--- src/rtl/xc_pkg.sv ---
package xc_pkg;
    typedef enum logic [1:0] {
        ACT_IDLE,
        ACT_INSERT,
        ACT_UPDATE,
        ACT_FLUSH
    } xc_act_e;
endpackage

--- src/rtl/xc_tag_match.sv ---
module xc_tag_match #(
    parameter int SLOTS = 4,
    parameter int KEY_W = 20
) (
    input  logic [KEY_W-1:0]            key,
    input  logic [SLOTS-1:0]            valid,
    input  logic [SLOTS-1:0][KEY_W-1:0] tags,
    output logic [SLOTS-1:0]            hit_vec
);
    // one comparator per slot, all evaluated in parallel
    for (genvar g = 0; g < SLOTS; g++) begin : g_cmp
        assign hit_vec[g] = valid[g] && (tags[g] == key);
    end
endmodule

--- src/rtl/xc_victim_ptr.sv ---
module xc_victim_ptr #(
    parameter int SLOTS = 4,
    localparam int IDX_W = (SLOTS > 1) ? $clog2(SLOTS) : 1
) (
    input  logic             clk,
    input  logic             rst_n,
    input  logic             adv,
    input  logic             clr,
    output logic [IDX_W-1:0] ptr
);
    localparam logic [IDX_W-1:0] LAST = IDX_W'(SLOTS - 1);

    always_ff @(posedge clk) begin
        if (!rst_n) begin
            ptr <= '0;
        end else if (clr) begin
            ptr <= '0;
        end else if (adv) begin
            ptr <= (ptr == LAST) ? '0 : ptr + 1'b1;
        end
    end
endmodule

--- src/rtl/xc_entry_store.sv ---
module xc_entry_store #(
    parameter int SLOTS = 4,
    parameter int VPN_W = 20,
    parameter int PFN_W = 20,
    localparam int IDX_W = (SLOTS > 1) ? $clog2(SLOTS) : 1
) (
    input  logic                        clk,
    input  logic                        rst_n,
    input  logic                        clr,
    input  logic                        wr_en,
    input  logic [IDX_W-1:0]            wr_idx,
    input  logic [VPN_W-1:0]            wr_vpn,
    input  logic [PFN_W-1:0]            wr_pfn,
    output logic [SLOTS-1:0]            valid,
    output logic [SLOTS-1:0][VPN_W-1:0] vpns,
    output logic [SLOTS-1:0][PFN_W-1:0] pfns
);
    always_ff @(posedge clk) begin
        if (!rst_n) begin
            valid <= '0;
        end else if (clr) begin
            valid <= '0;
        end else if (wr_en) begin
            valid[wr_idx] <= 1'b1;
        end
    end

    // payload needs no reset: it is only observed through a valid slot
    always_ff @(posedge clk) begin
        if (wr_en && !clr) begin
            vpns[wr_idx] <= wr_vpn;
            pfns[wr_idx] <= wr_pfn;
        end
    end

    p_flush_clears_r7: assert property (@(posedge clk) disable iff (!rst_n)
        clr |=> (valid == '0));

    p_write_sets_valid_r4: assert property (@(posedge clk) disable iff (!rst_n)
        (wr_en && !clr) |=> valid[$past(wr_idx)]);

    p_write_payload_r6: assert property (@(posedge clk) disable iff (!rst_n)
        (wr_en && !clr) |=> (pfns[$past(wr_idx)] == $past(wr_pfn)));
endmodule

--- src/rtl/xlat_cache.sv ---
module xlat_cache #(
    parameter int SLOTS = 4,
    parameter int VPN_W = 20,
    parameter int PFN_W = 20
) (
    input  logic             clk,
    input  logic             rst_n,
    input  logic [VPN_W-1:0] lk_vpn,
    output logic             lk_hit,
    output logic [PFN_W-1:0] lk_pfn,
    input  logic             fill_en,
    input  logic [VPN_W-1:0] fill_vpn,
    input  logic [PFN_W-1:0] fill_pfn,
    input  logic             flush
);
    import xc_pkg::*;

    localparam int IDX_W = (SLOTS > 1) ? $clog2(SLOTS) : 1;
    localparam logic [IDX_W-1:0] LAST = IDX_W'(SLOTS - 1);

    logic [SLOTS-1:0]            valid;
    logic [SLOTS-1:0][VPN_W-1:0] vpns;
    logic [SLOTS-1:0][PFN_W-1:0] pfns;
    logic [SLOTS-1:0]            lk_vec;
    logic [SLOTS-1:0]            fl_vec;
    logic [IDX_W-1:0]            victim;
    logic [IDX_W-1:0]            fl_idx;
    logic [IDX_W-1:0]            wr_idx;
    logic                        wr_en;
    xc_act_e                     act;

    xc_tag_match #(.SLOTS(SLOTS), .KEY_W(VPN_W)) u_lk_match (
        .key     (lk_vpn),
        .valid   (valid),
        .tags    (vpns),
        .hit_vec (lk_vec)
    );

    xc_tag_match #(.SLOTS(SLOTS), .KEY_W(VPN_W)) u_fl_match (
        .key     (fill_vpn),
        .valid   (valid),
        .tags    (vpns),
        .hit_vec (fl_vec)
    );

    // action decode: flush dominates any fill
    always_comb begin
        if (flush)
            act = ACT_FLUSH;
        else if (fill_en && (|fl_vec))
            act = ACT_UPDATE;
        else if (fill_en)
            act = ACT_INSERT;
        else
            act = ACT_IDLE;
    end

    always_comb begin
        fl_idx = '0;
        for (int i = 0; i < SLOTS; i++) begin
            if (fl_vec[i]) fl_idx = IDX_W'(i);
        end
    end

    always_comb begin
        wr_en  = 1'b0;
        wr_idx = victim;
        unique case (act)
            ACT_INSERT: begin
                wr_en  = 1'b1;
                wr_idx = victim;
            end
            ACT_UPDATE: begin
                wr_en  = 1'b1;
                wr_idx = fl_idx;
            end
            ACT_FLUSH,
            ACT_IDLE: begin
                wr_en  = 1'b0;
                wr_idx = victim;
            end
            default: begin
                wr_en  = 1'b0;
                wr_idx = victim;
            end
        endcase
    end

    xc_victim_ptr #(.SLOTS(SLOTS)) u_victim (
        .clk   (clk),
        .rst_n (rst_n),
        .adv   (act == ACT_INSERT),
        .clr   (act == ACT_FLUSH),
        .ptr   (victim)
    );

    xc_entry_store #(.SLOTS(SLOTS), .VPN_W(VPN_W), .PFN_W(PFN_W)) u_store (
        .clk    (clk),
        .rst_n  (rst_n),
        .clr    (act == ACT_FLUSH),
        .wr_en  (wr_en),
        .wr_idx (wr_idx),
        .wr_vpn (fill_vpn),
        .wr_pfn (fill_pfn),
        .valid  (valid),
        .vpns   (vpns),
        .pfns   (pfns)
    );

    // output mux: at most one slot matches, so an OR of masked frames is exact
    always_comb begin
        lk_pfn = '0;
        for (int i = 0; i < SLOTS; i++) begin
            if (lk_vec[i]) lk_pfn = lk_pfn | pfns[i];
        end
    end
    assign lk_hit = |lk_vec;

    p_single_match_r6: assert property (@(posedge clk) disable iff (!rst_n)
        $onehot0(lk_vec));

    p_miss_zero_r3: assert property (@(posedge clk) disable iff (!rst_n)
        !lk_hit |-> (lk_pfn == '0));

    p_insert_advance_r5: assert property (@(posedge clk) disable iff (!rst_n)
        (act == ACT_INSERT) |=>
            (victim == (($past(victim) == LAST) ? '0 : IDX_W'($past(victim) + 1'b1))));

    p_update_hold_r6: assert property (@(posedge clk) disable iff (!rst_n)
        (act == ACT_UPDATE) |=> $stable(victim));

    p_flush_ptr_r8: assert property (@(posedge clk) disable iff (!rst_n)
        flush |=> ((victim == '0) && !lk_hit));
endmodule

--- config.mk ---
export PLATFORM = sky130hd
export DESIGN_NAME = xlat_cache
export DESIGN_NICKNAME = d
export VERILOG_FILES = /design/src/rtl/xc_pkg.sv /design/src/rtl/xc_tag_match.sv /design/src/rtl/xc_victim_ptr.sv /design/src/rtl/xc_entry_store.sv /design/src/rtl/xlat_cache.sv
export SDC_FILE = /design/constraint.sdc
export NUM_CORES = 1
export LEC_CHECK = 0
export ABC_CLOCK_PERIOD_IN_PS = 4680
export BUFFER_PORTS_ARGS = -buffer_cell sky130_fd_sc_hd__buf_4
export CORE_UTILIZATION = 58
export DETAILED_ROUTE_END_ITERATION = 8
export PLACE_DENSITY_LB_ADDON = 0.1
export SLEW_MARGIN = 20
export SYNTH_ARGS = -nofsm -noshare
export SYNTH_HDL_FRONTEND = slang
export SYNTH_SLANG_ARGS = --single-unit
--- constraint.sdc ---
create_clock -name clk -period 4.68 [get_ports clk]
set_input_delay 0.468 -clock clk [delete_from_list [all_inputs] [get_ports clk]]
set_output_delay 0.468 -clock clk [all_outputs]
set_load 0.02 [all_outputs]
After elaboration in Yosys (flattened, before gate mapping) --
Cells that the tools add are included. W data, S select, Z words.
Storage, ports and cells: register bits 166, logic and storage cells 68
Cells by class: $add $sub $neg 1, order comparisons 2, eq/ne operators 12, multiplexer cells 19, bitwise operators 5, reductions and logical operators 19
Operators with widths (number):
- $bwmux W80 | 2
- $eq A20 B20 Y1 | 8
- $mux W20 | 5
- $or A20 B20 Y20 | 3
- $demux W20 S2 | 1
- $logic_and A1 B1 Y1 | 11
- $mux W2 | 5
- $reduce_or A4 Y1 | 2
- $eq A2 B2 Y1 const B | 3
- $reduce_or A2 Y1 | 3
- $or A4 B4 Y4 | 1
- $pmux W2 S2 | 1
- $lt A2 B3 Y1 const B | 1
- $mux W1 | 3
- $reduce_or A3 Y1 | 1
- $add A2 B1 Y2 const B | 1
- $demux W1 S2 | 1
- $eq A2 B1 Y1 const B | 1
- $ge A2 B1 Y1 const B | 1
- $logic_not A2 Y1 | 1
- $pmux W1 S2 | 1
- $logic_not A1 Y1 | 1
- $not A1 Y1 | 1

Longest topological paths before layout --
Gate-level depths: netlist (run 1).
word-level depth 14, gate-level depth with buffers 8, depth with buffers taken out 7

Cells and area by module --
Synthesis (run 1) repeated with hierarchy kept, for this count alone.
Unflattened totals: cells, all modules 495, area, all modules 7390.8 µm²
By module, submodules not included:
- xc_entry_store | times used 1, cells an instance 180, area each 4989.8 µm²
- xc_tag_match | times used 2, cells an instance 112, area each 910.9 µm²
- xlat_cache | times used 1, cells an instance 82, area each 483.0 µm²
- xc_victim_ptr | times used 1, cells an instance 9, area each 96.3 µm²

Least setup slack after synthesis (run 1) --
OpenSTA, ideal clock, no wires.
path type input -> register, from input port fill_vpn[6], to register u_store.pfns[40] (netlist bit) (enable), setup time 0.432 ns, arrival time 3.300 ns, data required time 4.248 ns, path slack 0.948 ns, cell stages on the path 6, path buffers 1, path through buf_6 -> xnor2_2 -> nand2_1 -> or4b_4 -> o311a_4 -> nor3_2
On the way: longest elaborated chain between the ends 10, elaborated cells on any way between the ends 21
Ends and longest elaborated chain:
- start, declared | RTL line xlat_cache.sv:12 | input logic [VPN_W-1:0] fill_vpn,
- $eq A20 B20 Y1 | RTL line xc_tag_match.sv:12 | assign hit_vec[g] = valid[g] && (tags[g] == key);
- $logic_and A1 B1 Y1 | RTL line xc_tag_match.sv:12
- $reduce_or A4 Y1 (*) | RTL line xlat_cache.sv:50 | else if (fill_en && (|fl_vec))
- $logic_and A1 B1 Y1 (*) | RTL line xlat_cache.sv:50
- $mux W2 (*) | RTL line xlat_cache.sv:50
- $mux W2 (*) | RTL line xlat_cache.sv:48 | if (flush)
- $eq A2 B2 Y1, or another cell as far along | RTL line xlat_cache.sv:68, xlat_cache.sv:100
- $reduce_or A2 Y1
- $pmux W1 S2 | RTL line xlat_cache.sv:68 | unique case (act)
- $logic_and A1 B1 Y1 (*) | RTL line xc_entry_store.sv:30 | if (wr_en && !clr) begin
- end signal, assigned by index | RTL line xc_entry_store.sv:32 | pfns[wr_idx] <= wr_pfn;
- end, declared | RTL line xc_entry_store.sv:16 | output logic [SLOTS-1:0][PFN_W-1:0] pfns
Every way passes the cells marked *; elsewhere a longest branch is shown, timed or not. A chain may end at the register's enable or synchronous reset.

Final worst setup path (run 1) --
from register u_store.vpns[56] (netlist bit), to output port lk_pfn[19]
On the way: longest elaborated chain between the ends 5
Ends and longest elaborated chain:
- start, declared | RTL line xc_entry_store.sv:15 | output logic [SLOTS-1:0][VPN_W-1:0] vpns,
- start signal, assigned by index | RTL line xc_entry_store.sv:31 | vpns[wr_idx] <= wr_vpn;
- $eq A20 B20 Y1 (*) | RTL line xc_tag_match.sv:12
- $logic_and A1 B1 Y1 (*) | RTL line xc_tag_match.sv:12
- $mux W20 (*) | RTL line xlat_cache.sv:114 | if (lk_vec[i]) lk_pfn = lk_pfn | pfns[i];
- $or A20 B20 Y20 | RTL line xlat_cache.sv:114
- $mux W20 (*) | RTL line xlat_cache.sv:114
- end, declared | RTL line xlat_cache.sv:10 | output logic [PFN_W-1:0] lk_pfn,
Marks and branches as above.

==> impl_metrics.yaml, run 1 <==
clocking:
  cts_sinks: 166
  postCtsHoldBufs: 0
  cts_tree: "yes"
  insertion_delay_ns: 0.43
  cts_resized: 0
  post-cts-setup-buffers: 0
  clock_path_buffers: 2
  clk_pin_slew_ns: 0.06
  cts_buffers: 17
  root_buffer: "clkbuf_16"
  htreeDepth: 4
global_routing:
  antenna_found_initial: 0
  grt_max_degree: 41
  grt_pass1_wl_um: 27200
  overflow: 0
  grt_usage_pct: 29.0
  grt_pass1_vias: 4587
floorplanning:
  fp.dieH_um: 116
  core_um2: 12700
  die_x_um: 116
  die-area_um2: 13500
  placementRows: 41
  ios: 85
  initial_core_util_pct: 59.7
finish:
  diodes: 0
  num-fill-cells: 860
  layout.nets: 680
  area_growth_pct: 19.2
  post-route-util_pct: 71.2
  drive_above_1_share_pct: 22.5
detailed_routing:
  drc_errors: 0
  vias: 4723
  wl_um: 18300
  ant_nets: 0
  drt_iter0_drc: 342
  via_per_inst: 5.91
  wl_per_cell_um: 23.0
  dr.pass1.iters: 7
synthesis:
  synth_xor_area_share_pct: 18.5
  yosysTopAreaCellShare_pct: 63.5
  syn_area_per_cell_um2: 14.7
  synth_area_leaders: "edfxtp_1 (63%), xnor2_1 (9.0%), xor2_1 (9.0%)"
  netlist_area_um2: 7570
  yosys.area_share.simple_pct: 8.81
  syn-num-nets: 580
  synth-compound-area-share_pct: 5.87
  netlist_instances: 515
  synth_seq_cells: 166
  synthMuxAreaShare_pct: 0.132
  synth.largest_area_cell: "edfxtp_1"
  synth_top_family_by_area: "XOR/XNOR gates"
  synth_cell_type_count: 42
  synthAdderAreaFrac_pct: 0.165
  yosysWarnings: 0
  ys_seq_area_share_pct: 65.1
sta:
  setup_viol: 0
  relSlewSlack_pct: 54.7
  grt_setup_unrepaired: "no"
  fmax_mhz: 297
  period_share_pct: 72.0
  tightestPinTransition_ns: 0.673
  min_period_ns: 3.37
  report.final.slew_viol_count: 0
  fin_tns_setup_ns: 0
  hold_violations: 0
  fin_skew_ns: 0.00969
critical_path:
  crit_required_ns: 4.21
  path_class: "flop to primary output"
  startpoint_type: "flop"
  endpoint_kind: "primary output"
  crit_fanout: 21
  cp.arrival_ns: 2.90
placement:
  hpwl_um: 13200
  globalplace.congestion: 0.924
  io_buffers: 84
worst_hold_path:
  hp-class: "input port to flop"
run:
  maxCapViolCount: 0
run_status:
  status: "completed"
pwr:
  ir_drop_mv: 0.448
  powerDensity_nw_per_um2: 361
  power_leakage_nw: 3.11
-- synthesized netlist by cell type, drive strengths merged --
library cell / instances
or2b: 1
clkbuf: 10
nand3: 8
a22oi: 41
nor2: 4
buf: 4
a21oi: 4
dfxtp: 6
mux2i: 1
nand4: 24
a221oi: 1
nor3: 7
nand2: 25
nor4: 28
nor2b: 2
o21a: 2
nand4b: 2
ha: 1
o2111ai: 1
o31ai: 1
a222oi: 1
or3: 1
o311a: 1
and4: 1
or4b: 1
o211ai: 2
nor4b: 1
o21bai: 1
or4: 3
xor2: 78
nand2b: 3
inv: 8
xnor2: 80
edfxtp: 160
and3: 1
-- cell type report --
class | instances | area (um2) | share of cell area (%)
sequential | 166 | 4920 | 54.6
tap | 172 | 215 | 2.38
clock inverter | 13 | 150 | 1.66
timing repair buffer | 95 | 713 | 7.90
multi-input combinational | 327 | 2560 | 28.4
clock buffer | 18 | 429 | 4.75
inverter | 8 | 30.0 | 0.333
-- logic make-up after synthesis --
logic type / after synthesis
adders and majority gates: 1
AOI/OAI and AO/OA: 55
muxes: 1
buffers and inverters: 22
DFF: 166
xor gates and xnor gates: 158
and+or+nand+nor: 112
-- per-layer routing --
| metal | share of wire (%) | track usage, % | up-vias |
|---|---|---|---|
| li1 | - | - | 2158 |
| met1 | 42 | 38.2 | 2350 |
| met2 | 48 | 45.8 | 177 |
| met3 | 5.8 | 6.95 | 38 |
| met4 | 3.9 | 13.4 | 0 |
| met5 | 0 | 0 | - |
-- path summary, 6_finish.rpt --
check | endpoint | slack [ns] | start | cells after the start
setup / recovery | lk_pfn[19] | 1.31 | u_store.vpns[56] | 8
hold / removal | u_store.pfns[48] | 0.24 | fill_pfn[8] | 1
setup reg to reg | u_store.vpns[79] | 1.50 | u_store.vpns[31] | 8
hold reg to reg | u_store.valid[3] | 0.52 | u_store.valid[3] | 2
-- cell usage in the layout (no fill, tap or decap), types with 2 or more instances in the layout --
cell        instances
clkinv_4            2
xnor2_2             2
nand3_1             8
inv_8               2
edfxtp_1          160
clkinv_2            2
clkinvlp_4          3
nand2_1            25
nand2b_1            3
inv_1               7
o21a_1              2
nor2_1              4
xor2_1             78
buf_4              95
or4_1               2
dfxtp_1             6
nor2b_1             2
nor4_1             22
a22oi_1            41
xnor2_1            78
nand4_1            24
nor4_2              5
clkbuf_16          17
nand4b_1            2
bufinv_16           2
inv_6               2
a21oi_1             3
nor3_1              5
-- power by group --
part / switching, W / leakage (nW) / total [W] / internal [W]
registers: 0.0000114 / 1.50 / 0.00166 / 0.00165
logic: 0.000129 / 1.33 / 0.000220 / 0.0000912
clock network: 0.000587 / 0.277 / 0.00138 / 0.000792
total: 0.000727 / 3.11 / 0.00326 / 0.00253
-- state kept, by name, indices dropped and copies added, names as in the netlist --
| register | flops |
|---|---|
| u_store.valid | 4 |
| u_store.vpns | 80 |
| u_store.pfns | 80 |
| u_victim.ptr | 2 |
-- critical path, stage by stage (launching register included) --
cell and delay (ns):
edfxtp_1 0.42, xor2_1 0.22, nor4_1 0.62, nand4_1 0.24
nor4_2 0.25, buf_4 0.33, a22oi_1 0.14, nand2_1 0.11
buf_4 0.14
-- stage by stage --
step           cells  power [W]  hold WS (ns)  instance area (um2)  setup WS, ns
3_3_place_gp     768    0.00191         0.504                 8450          1.36
3_5_place_dp     768    0.00191         0.495                 8450          1.42
6_report         799    0.00326         0.236                 9030          1.31
2_1_floorplan    515    0.00179         0.446                 7570         0.948
5_1_grt          799    0.00334         0.227                 9030          1.19
4_1_cts          799    0.00327         0.226                 9030          1.33
(Power assumes the default switching activity.)
==> inputs of run 2 (changes only) <==
--- a/config.mk
+++ b/config.mk
@@ -5,9 +5,10 @@
 export SDC_FILE = /design/constraint.sdc
 export NUM_CORES = 1
 export LEC_CHECK = 0
-export ABC_CLOCK_PERIOD_IN_PS = 4680
+export ABC_AREA = 1
+export ABC_CLOCK_PERIOD_IN_PS = 3200
 export BUFFER_PORTS_ARGS = -buffer_cell sky130_fd_sc_hd__buf_4
-export CORE_UTILIZATION = 58
+export CORE_UTILIZATION = 59
 export DETAILED_ROUTE_END_ITERATION = 8
 export PLACE_DENSITY_LB_ADDON = 0.1
 export SLEW_MARGIN = 20
==> constraint.sdc (replaced) <==
create_clock -name clk -period 3.2 [get_ports clk]
set_input_delay 0.32 -clock clk [delete_from_list [all_inputs] [get_ports clk]]
set_output_delay 0.32 -clock clk [all_outputs]
set_load 0.02 [all_outputs]
==> impl_metrics.yaml, run 2 <==
run_status:
  status: "completed"
pwr:
  ir_drop_mv: 0.438
  seq_power_share_pct: 49.9
  swShare_pct: 24.0
  power_leakage_nw: 4.04
  powerDensity_nw_per_um2: 502
  power_frac_comb_pct: 7.5
  switchingPower_w: 0.00118
  p_int_w: 0.00372
  clkPwrFrac_pct: 42.7
critical_path:
  cp_common_cell: "buf_4"
  cp.arrival_ns: 2.64
  worst-path-stages: 7
  endpoint_kind: "primary output"
  crit_slowest_cell: "edfxtp_1"
  cp-endpoint: "lk_pfn[17]"
  r2r_setup_slack_ns: 0.45
  cpLargestDelayFamily: "simple AND/OR/NAND/NOR gates"
  crit_chain: "nand2_1, o21ai_0, nor4_1, nand4_1, buf_4, o2111ai_1, buf_4"
  startpoint: "u_store.vpns[7]"
  r2r_cells: 15
  startpoint_type: "flop"
  path_class: "flop to primary output"
  crit_required_ns: 2.88
  critPathBufInv: 2
  r2r_start: "u_store.vpns[9]"
  r2r-end: "u_store.pfns[6]"
  slowest_delay_ns: 0.51
  crit_fanout: 21
detailed_routing:
  drt_iter0_drc: 1055
  wl_per_cell_um: 23.4
  vias: 7076
  ant_nets: 0
  drc_errors: 0
  dr.pass1.iters: 5
  wl_um: 26600
  via_per_inst: 6.23
global_routing:
  grt_pass1_vias: 6686
  antenna_found_initial: 0
  grt_usage_pct: 38.2
  grt_max_degree: 42
  grt_pass1_wl_um: 39800
  overflow: 0
clocking:
  clk_pin_slew_ns: 0.07
  cts_buffers: 17
  cts_sinks: 166
  htreeDepth: 4
  root_buffer: "clkbuf_16"
  postCtsHoldBufs: 0
  cts_resized: 0
  cts_tree: "yes"
  insertion_delay_ns: 0.44
  clock_path_buffers: 2
  post-cts-setup-buffers: 0
synthesis:
  synth_seq_cells: 166
  yosysTopAreaCellShare_pct: 58.4
  syn_area_per_cell_um2: 9.61
  yosysWarnings: 0
  ys_seq_area_share_pct: 59.8
  yosysMostFrequentCell: "nand2_1"
  netlist_instances: 857
  synth_cell_type_count: 28
  netlist_area_um2: 8230
  synth_edf_count: 160
  yosys_most_used_dff: "edfxtp_1"
  synth.largest_area_cell: "edfxtp_1"
  netlist_top_cells_count: "nand2_1 (233), edfxtp_1 (160), inv_1 (114), nor2_1 (65), nand4_1 (63)"
  syn-num-nets: 922
  async_flop_share_pct: 0
  synth_area_leaders: "edfxtp_1 (58%), nand2_1 (11%), inv_1 (5.2%)"
sta:
  period_share_pct: 92.6
  setup_viol: 0
  fin_tns_setup_ns: 0
  report.final.slew_viol_count: 0
  fmax_mhz: 337
  hold_violations: 0
  fin_skew_ns: 0.0141
  relSlewSlack_pct: 68.5
  grt_setup_unrepaired: "no"
  tightestPinTransition_ns: 0.471
  min_period_ns: 2.96
finish:
  area_growth_pct: 18.4
  final_cell_mix: "nand2_1 (233), edfxtp_1 (160), inv_1 (113)"
  layout_commonest_cell: "nand2_1"
  diodes: 0
  num-fill-cells: 937
  top_regs: "u_store.pfns x80, u_store.vpns x80, u_store.valid x4"
  drive_above_1_share_pct: 17.5
  layout.nets: 1013
  final_cells: 1136
  post-route-cell-area_um2: 9750
floorplanning:
  die-area_um2: 14400
  fp.dieH_um: 120
  initial_core_util_pct: 61.4
  ios: 85
  die_x_um: 120
  core_um2: 13400
  placementRows: 42
placement:
  globalplace.congestion: 1.11
  io_buffers: 84
  place_area_um2: 9160
  place_inst: 1105
  hpwl_um: 18700
worst_hold_path:
  hold_depth: 1
  hp-class: "input port to flop"
run:
  maxCapViolCount: 0
==> run 2: power by group through the flow <==
stage	clock network [W]	registers [W]	logic, W
2_1_floorplan	0	0.00248	0.000162
3_3_place_gp	0	0.00248	0.000347
3_5_place_dp	0	0.00248	0.000352
4_1_cts	0.00208	0.00244	0.000356
5_1_grt	0.00217	0.00244	0.000389
6_report	0.00209	0.00244	0.000365
==> run 2: worst min path at each step <==
stage	startpoint	to	slack, ns
floorplan	fill_pfn[0]	u_store.pfns[0]	0.42
global placement	u_victim.ptr[1]	u_victim.ptr[1]	0.49
detailed placement	u_store.valid[0]	u_store.valid[0]	0.51
CTS	fill_pfn[16]	u_store.pfns[16]	0.08
global route	fill_pfn[5]	u_store.pfns[25]	0.07
finish	fill_pfn[16]	u_store.pfns[16]	0.08
==> run 2: layout make-up <==
cell class | instances | area [um2] | area share, %
inverters | 137 | 514 | 5.28
flip-flops and latches | 166 | 4920 | 50.5
repair buffers | 99 | 781 | 8.01
clock buffers | 17 | 425 | 4.36
multi-input cells | 527 | 2720 | 27.9
clock inverters | 14 | 166 | 1.71
well taps | 176 | 220 | 2.26
==> run 2: cell families (layout without fill, tap and decap cells) <==
| family | after synthesis | after routing | share of synthesized area, % |
|---|---|---|---|
| DFF | 166 | 166 | 59.8 |
| AOI/OAI and AO/OA | 95 | 95 | 7.92 |
| buffers and inverters | 164 | 267 | 7.65 |
| adders and majority gates | 1 | 1 | 0.152 |
| xor gates and xnor gates | 33 | 33 | 3.51 |
| and+or+nand+nor | 398 | 398 | 20.9 |
==> run 2: per-layer routing <==
metal	vias to the layer above	wire, um	part of all wire [%]	GRT usage [%]
met2	561	12900	49	63.1
met1	3292	9790	37	50.0
li1	3138	-	-	-
met4	0	1090	4.1	15.9
met5	-	0	0	0
met3	85	2790	11	6.37
==> run 2: metrics by stage <==
step	util [%]	hold slack, ns	setup slack (ns)	power [W]
5_1_grt	72.7	0.0710	0.138	0.00500
6_report	72.7	0.0798	0.237	0.00489
3_3_place_gp	68.3	0.492	0.574	0.00283
4_1_cts	72.7	0.0773	0.313	0.00487
3_5_place_dp	68.3	0.509	0.481	0.00284
2_1_floorplan	-	0.419	0.517	0.00264
